===== src/rtl/ioc_pkg.sv =====
package ioc_pkg;
  localparam int ADDR_W = 3;
  localparam int CFG_W  = 3;

  typedef enum logic [ADDR_W-1:0] {
    REG_ENA  = 3'd0,
    REG_MODE = 3'd1,
    REG_DFLT = 3'd2,
    REG_IPOL = 3'd3,
    REG_CFG  = 3'd4,
    REG_FLAG = 3'd5,
    REG_CAP  = 3'd6,
    REG_PORT = 3'd7
  } reg_addr_e;

  // bit 0 act_high, bit 1 open_drain, bit 2 clr_on_cap
  typedef struct packed {
    logic clr_on_cap;
    logic open_drain;
    logic act_high;
  } cfg_t;
endpackage


===== src/rtl/ioc_cfg_regs.sv =====
module ioc_cfg_regs
  import ioc_pkg::*;
#(
  parameter int NPIN = 8
) (
  input  logic              clk,
  input  logic              rst_n,
  input  logic              wr_en,
  input  logic [ADDR_W-1:0] addr,
  input  logic [NPIN-1:0]   wdata,
  output logic [NPIN-1:0]   ena,
  output logic [NPIN-1:0]   mode,
  output logic [NPIN-1:0]   dflt,
  output logic [NPIN-1:0]   ipol,
  output cfg_t              cfg
);
  logic [NPIN-1:0] ena_d, mode_d, dflt_d, ipol_d;
  cfg_t            cfg_d;

  always_comb begin
    ena_d  = ena;
    mode_d = mode;
    dflt_d = dflt;
    ipol_d = ipol;
    cfg_d  = cfg;
    if (wr_en) begin
      unique case (addr)
        REG_ENA:  ena_d  = wdata;
        REG_MODE: mode_d = wdata;
        REG_DFLT: dflt_d = wdata;
        REG_IPOL: ipol_d = wdata;
        REG_CFG:  cfg_d  = cfg_t'(wdata[CFG_W-1:0]);
        default:  ;
      endcase
    end
  end

  always_ff @(posedge clk or negedge rst_n) begin
    if (!rst_n) begin
      ena  <= '0;
      mode <= '0;
      dflt <= '0;
      ipol <= '0;
      cfg  <= '0;
    end else begin
      ena  <= ena_d;
      mode <= mode_d;
      dflt <= dflt_d;
      ipol <= ipol_d;
      cfg  <= cfg_d;
    end
  end

  // a write lands in the addressed register at the next edge
  a_r12_ena_write: assert property (@(posedge clk) disable iff (!rst_n)
    (wr_en && addr == REG_ENA) |=> (ena == $past(wdata)));
endmodule


===== src/rtl/ioc_detect.sv =====
module ioc_detect #(
  parameter int NPIN = 8
) (
  input  logic [NPIN-1:0] port_v,
  input  logic [NPIN-1:0] last,
  input  logic [NPIN-1:0] ena,
  input  logic [NPIN-1:0] mode,
  input  logic [NPIN-1:0] dflt,
  output logic [NPIN-1:0] trig,
  output logic [NPIN-1:0] first,
  output logic            trig_any
);
  logic [NPIN:0] seen;

  assign seen[0] = 1'b0;

  for (genvar i = 0; i < NPIN; i++) begin : g_pin
    assign trig[i]    = ena[i] & (mode[i] ? (port_v[i] ^ dflt[i])
                                          : (port_v[i] ^ last[i]));
    assign first[i]   = trig[i] & ~seen[i];
    assign seen[i+1]  = seen[i] | trig[i];
  end

  assign trig_any = seen[NPIN];

  // the chosen pin is a single triggering pin with no lower trigger
  always_comb begin
    if (trig_any) begin
      a_r4_lowest_pin: assert ($countones(first) == 1 &&
                               (first & ~trig) == '0 &&
                               ((first - 1'b1) & trig) == '0);
    end
  end
endmodule


===== src/rtl/ioc_capture.sv =====
module ioc_capture #(
  parameter int NPIN = 8
) (
  input  logic            clk,
  input  logic            rst_n,
  input  logic [NPIN-1:0] port_v,
  input  logic            trig_any,
  input  logic [NPIN-1:0] first,
  input  logic            clr,
  output logic            pending,
  output logic [NPIN-1:0] flag,
  output logic [NPIN-1:0] cap,
  output logic [NPIN-1:0] last
);
  logic            pend_d;
  logic [NPIN-1:0] flag_d, cap_d, last_d;

  always_comb begin
    pend_d = pending;
    flag_d = flag;
    cap_d  = cap;
    last_d = last;
    if (!pending) begin
      last_d = port_v;
      if (trig_any) begin
        pend_d = 1'b1;
        flag_d = first;
        cap_d  = port_v;
      end
    end else if (clr) begin
      pend_d = 1'b0;
      flag_d = '0;
    end
  end

  always_ff @(posedge clk or negedge rst_n) begin
    if (!rst_n) begin
      pending <= 1'b0;
      flag    <= '0;
      cap     <= '0;
      last    <= '0;
    end else begin
      pending <= pend_d;
      flag    <= flag_d;
      cap     <= cap_d;
      last    <= last_d;
    end
  end

  // one flag bit while pending
  a_r4_flag_onehot: assert property (@(posedge clk) disable iff (!rst_n)
    pending |-> ($countones(flag) == 1));
  // flag empty while idle
  a_r11_flag_idle: assert property (@(posedge clk) disable iff (!rst_n)
    !pending |-> (flag == '0));
  // snapshot and flag frozen while pending
  a_r10_frozen: assert property (@(posedge clk) disable iff (!rst_n)
    (pending && !clr) |=> ($stable(cap) && $stable(flag) && pending));
  // a clearing read ends the pending state
  a_r6_clear: assert property (@(posedge clk) disable iff (!rst_n)
    (pending && clr) |=> !pending);
  // snapshot equals the port value at the raising edge
  a_r5_capture: assert property (@(posedge clk) disable iff (!rst_n)
    (!pending && trig_any) |=> (cap == $past(port_v)));
endmodule


===== src/rtl/ioc_irq_drive.sv =====
module ioc_irq_drive (
  input  logic pending,
  input  logic act_high,
  input  logic open_drain,
  output logic irq_o,
  output logic irq_oe
);
  always_comb begin
    if (open_drain) begin
      irq_o  = 1'b0;
      irq_oe = pending;
    end else begin
      irq_o  = act_high ? pending : ~pending;
      irq_oe = 1'b1;
    end
  end

  // open-drain never drives high
  always_comb begin
    if (open_drain) begin
      a_r8_no_high: assert (!(irq_oe && irq_o));
    end
  end
endmodule


===== src/rtl/gpio_ioc_unit.sv =====
module gpio_ioc_unit
  import ioc_pkg::*;
#(
  parameter int NPIN = 8
) (
  input  logic              clk,
  input  logic              rst_n,
  input  logic [NPIN-1:0]   pin_i,
  input  logic              wr_en,
  input  logic              rd_en,
  input  logic [ADDR_W-1:0] addr,
  input  logic [NPIN-1:0]   wdata,
  output logic [NPIN-1:0]   rdata,
  output logic              irq_o,
  output logic              irq_oe
);
  localparam int PADW = NPIN - CFG_W;

  logic [NPIN-1:0] ena, mode, dflt, ipol;
  cfg_t            cfg;
  logic [NPIN-1:0] port_v, trig, first, flag, cap, last;
  logic            trig_any, pending, clr;

  ioc_cfg_regs #(.NPIN(NPIN)) u_cfg (
    .clk(clk), .rst_n(rst_n), .wr_en(wr_en), .addr(addr), .wdata(wdata),
    .ena(ena), .mode(mode), .dflt(dflt), .ipol(ipol), .cfg(cfg)
  );

  assign port_v = pin_i ^ ipol;

  ioc_detect #(.NPIN(NPIN)) u_det (
    .port_v(port_v), .last(last), .ena(ena), .mode(mode), .dflt(dflt),
    .trig(trig), .first(first), .trig_any(trig_any)
  );

  assign clr = rd_en && (cfg.clr_on_cap ? (addr == REG_CAP)
                                        : (addr == REG_PORT));

  ioc_capture #(.NPIN(NPIN)) u_cap (
    .clk(clk), .rst_n(rst_n), .port_v(port_v), .trig_any(trig_any),
    .first(first), .clr(clr), .pending(pending), .flag(flag),
    .cap(cap), .last(last)
  );

  ioc_irq_drive u_drv (
    .pending(pending), .act_high(cfg.act_high), .open_drain(cfg.open_drain),
    .irq_o(irq_o), .irq_oe(irq_oe)
  );

  always_comb begin
    unique case (addr)
      REG_ENA:  rdata = ena;
      REG_MODE: rdata = mode;
      REG_DFLT: rdata = dflt;
      REG_IPOL: rdata = ipol;
      REG_CFG:  rdata = {{PADW{1'b0}}, cfg};
      REG_FLAG: rdata = flag;
      REG_CAP:  rdata = cap;
      default:  rdata = port_v;
    endcase
  end

  // with nothing enabled an idle unit stays idle
  a_r1_disabled_quiet: assert property (@(posedge clk) disable iff (!rst_n)
    (ena == '0 && !pending) |=> !pending);
  // push-pull output follows pending with the chosen polarity
  a_r7_polarity: assert property (@(posedge clk) disable iff (!rst_n)
    !cfg.open_drain |-> (irq_oe && (irq_o == (cfg.act_high ~^ pending))));
  // a mismatch against the snapshot right after a clear re-raises
  a_r10_reraise: assert property (@(posedge clk) disable iff (!rst_n)
    (!pending && $past(pending) && ((ena & ~mode & (port_v ^ cap)) != '0))
      |=> pending);
endmodule


===== config.mk =====
export PLATFORM = sky130hd
export DESIGN_NAME = gpio_ioc_unit
export DESIGN_NICKNAME = d
export VERILOG_FILES = /design/src/rtl/ioc_pkg.sv /design/src/rtl/ioc_cfg_regs.sv /design/src/rtl/ioc_detect.sv /design/src/rtl/ioc_capture.sv /design/src/rtl/ioc_irq_drive.sv /design/src/rtl/gpio_ioc_unit.sv
export SDC_FILE = /design/constraint.sdc
export NUM_CORES = 1
export LEC_CHECK = 0
export ABC_AREA = 1
export ABC_CLOCK_PERIOD_IN_PS = 1500
export BUFFER_PORTS_ARGS = -buffer_cell sky130_fd_sc_hd__buf_4
export CORE_UTILIZATION = 53
export CTS_CLUSTER_DIAMETER = 100
export DETAILED_ROUTE_END_ITERATION = 10
export HOLD_SLACK_MARGIN = 0.05
export PLACE_DENSITY = 0.76
export SYNTH_ARGS = -nofsm -noshare
export SYNTH_HDL_FRONTEND = slang
export SYNTH_SLANG_ARGS = --single-unit

===== constraint.sdc =====
create_clock -name clk -period 1.5 [get_ports clk]
set_clock_uncertainty 0.1 [all_clocks]
set_input_delay 0.15 -clock clk [delete_from_list [all_inputs] [get_ports clk]]
set_output_delay 0.15 -clock clk [all_outputs]
set_load 0.005 [all_outputs]

==> implementation parameters <==
Parameter                              Value

Pwr
  Pwr per Cell Area ... 1540 nW/um^2
  Worst vdd ir ... 1.06 mV
  PnR Total Power ... 0.00724 W
  Lkg Pwr ... approximately 2.4 nW

Clocking
  Clock tree from TritonCTS ... built
  H-tree depth reported by CTS ... 3
  Total number of clock tree sinks ... 60
  Clock-pin slew on the worst setup and hold paths ... roughly 0.07 ns
  Maximum clock path buffer count ... 2
  Clock latency reported for the late side of the worst-skew pair ... ~0.36 ns
  Master cell of the clock root buffer ... clkbuf_8
  Number of buffers added by the clock tree synthesis step ... 9

Worst setup path
  Required time worst endpoint ... 1.68 ns
  Worst Path Max Fanout ... 6
  Arrival time worst endpoint ... 2.08 ns
  Kind of critical path ... register to register
  Type of element capturing the critical path ... register
  Startpoint types ... register

Place
  Cell total after placement ... around 560
  Worst-case setup slack after placement ... -0.202 ns
  Count of buffers from port buffering ... 32
  HPWL reported at the end of detailed placement ... 6510 microns
  Routability congestion estimate from global placement ... 0.885

Die
  Top-level I/O count ... 33
  Die area ... 6270 sq um
  Floorplan core area ... 5640 sq um
  Die Y ... 79.2 microns
  Number of cell rows ... 27
  Die width ... 79.2 microns
  Initial core utilization ... 56.0%

Cells and area
  Final Net Count ... 557
  Final Instance Count excl. Fillers ... 611
  Sequential cell area ... 1500 sq um
  Area used by multi-input combinational logic ... about 1700 sq um
  Synthesis-to-layout area growth ... 49.3%
  Share of post-route cells with drive strength above 1 ... 39.3%
  Count of inserted antenna diode cells ... 0
  Commonest cells after routing, fill and taps aside ... nand2_1 (123), buf_4 (99), dfrtp_1 (58)
  Number of filler instances in the final layout ... 304
  Most common cell after layout, fill and taps aside ... nand2_1

Synth
  Post-synthesis compound-gate area fraction ... 17.5%
  Share of synthesized cell area in full adder, half adder and majority cells ... 0%
  Sequential area share after synthesis ... approximately 48%
  Multiplexer share of the synthesized area ... 0%
  Instance count of the mapped netlist ... 406
  Number of warnings printed during yosys synthesis ... 0
  Combinational family with the most area after synthesis ... simple AND/OR/NAND/NOR gates
  Post-Synth Simple-Gate Area ... 24.8%
  Unique masters post-synth ... 28
  Post-synthesis instance area ... roughly 3200 sq um
  Post-synthesis register bit count ... 60
  Average size of a mapped cell ... 7.78 sq um
  XOR/XNOR share of the synthesized area ... approximately 2.4%
  Syn nets ... 429

Drt
  DRC marker count from the first detailed-route iteration ... around 380
  Avg Vias per Cell ... 5.85
  DRC ... 0
  Via count of the routed design ... 3576
  Wire length per cell after detailed routing ... 18.0 microns
  Number of search-and-repair iterations in the first detailed-routing pass ... 5
  Antenna-violating nets left ... 0
  Final wirelength ... 11000 microns

STA
  Worst Tran Pin Value ... 0.470 ns
  Achievable frequency ... 526 MHz
  Final Slew Violations ... 0
  Unrepaired setup endpoints after global routing ... true
  Final clock period utilization by the worst path ... 127%
  Final sum of negative setup slack ... -8.00 ns
  Worst slew margin ... 68.6%
  Least setup slack across all paths after layout ... -0.400 ns
  Number of failing hold endpoints at the final stage ... 0
  Minimum period implied by the final worst setup slack ... about 1.9 ns
  Setup violators final ... 26

Global routing
  Via count of the first global-routing pass ... 3397
  Total Routing Usage GR ... 36.4%
  First-pass GRT wire length ... 16700 microns
  Overall overflow remaining after global route ... 0
  Number of antenna violations at the first check in global routing ... 0
  Maximum number of pins on one net before global-route repair ... 28

Outcome
  Outcome ... finished with violations
  Failing checks ... negative setup slack

Min path
  HP Class ... input port to register

Job
  Number of maximum-capacitance constraint violations ... 0
through the flow:
stage          utilization, %  instance area, sq um  hold WS [ns]
6_report                 83.6                  4720        0.0713
2_1_floorplan               -                  3170        -0.246
3_3_place_gp             69.5                  3920       -0.0248
5_1_grt                  83.6                  4720        0.0942
4_1_cts                  80.0                  4510        0.0616
3_5_place_dp             69.5                  3920       -0.0261
timing repair:
item	in CTS	in global routing
cloned	2	1
pin swaps	23	23
resized for setup	39	42
endpoints found under the setup margin	26	27
setup buffers	15	10
hold endpoints to repair	79	0
hold buffers	10	0
power by group:
part / switching, W / leakage [nW] / internal [W]
Clock: 0.000668 / 0.102 / 0.000852
Sequential: 0.000479 / 0.754 / 0.00211
Combinational: 0.00173 / 1.55 / 0.00140
Total: 0.00288 / 2.41 / 0.00437
critical path, stage by stage (launching register included):
cell     delay, ns
dfrtp_1       0.42
xnor2_2       0.29
nand2_1       0.14
nand2_2       0.11
nor2_4        0.05
nor2_4        0.14
nand3_4       0.20
nand2_4       0.19
nand2_1       0.09
o21ai_1       0.09
state kept, by name, summed over array words and instances, names as in the netlist:
| name | flops |
|---|---|
| u_cap.cap | 8 |
| u_cap.flag | 8 |
| u_cap.last | 8 |
| u_cap.pending | 1 |
| u_cfg.cfg | 3 |
| u_cfg.dflt | 8 |
| u_cfg.ena | 8 |
| u_cfg.ipol | 8 |
| u_cfg.mode | 8 |
kinds of logic (layout without fill, tap and decap cells):
group,count (synthesis),in the layout
xor gates and xnor gates,6,6
DFF,60,60
and+or+nand+nor,184,187
buffers and inverters,61,191
AOI/OAI and AO/OA,95,95
synth_stat cells, drive strengths merged:
cell type | number | area share, %
nand2 | 142 | 17
dfrtp | 60 | 48
o21ai | 58 | 9.3
inv | 51 | 6.1
nor2 | 18 | 2.5
nand3 | 17 | 3.5
a21oi | 11 | 1.7
a221oi | 8 | 2.2
o211ai | 8 | 1.9
clkbuf | 6 | 0.71
a22o | 5 | 1.4
o22ai | 5 | 0.99
nand4 | 4 | 0.79
buf | 3 | 0.87
xnor2 | 3 | 1.5
xor2 | 3 | 0.83
nand3b | 2 | 0.48
clkinv | 1 | 0.12
nor3 | 1 | 0.16
layer usage:
metal  vias to the layer above  global-route usage (%)  wire, microns
met3                        62                    8.74           1090
met2                       231                    57.5           5150
met5                         -                       0              0
met1                      1695                    45.2           4200
met4                         0                    21.8            546
li1                       1588                       -              -
path summary, 6_finish.rpt:
path | from | to | slack [ns] | cells after the start
max | u_cfg.ipol[3] | u_cap.cap[5] | -0.40 | 9
min | pin_i[4] | u_cap.last[4] | 0.07 | 5
max reg2reg | u_cfg.ipol[3] | u_cap.cap[5] | -0.40 | 9
min reg2reg | u_cap.last[6] | u_cap.last[6] | 0.40 | 2
max in group asynchronous | rst_n | u_cfg.mode[1] | 0.68 | 3
min in group asynchronous | rst_n | u_cap.last[2] | 0.14 | 2
area by class of cell:
class	count	area share (%)
inverter	52	4.22
clock buffer	12	3.29
multi-input combinational	288	35.8
sequential	60	31.9
clock inverter	4	1.01
tap	72	1.91
timing repair buffer	123	21.9
(Power assumes the default switching activity.)
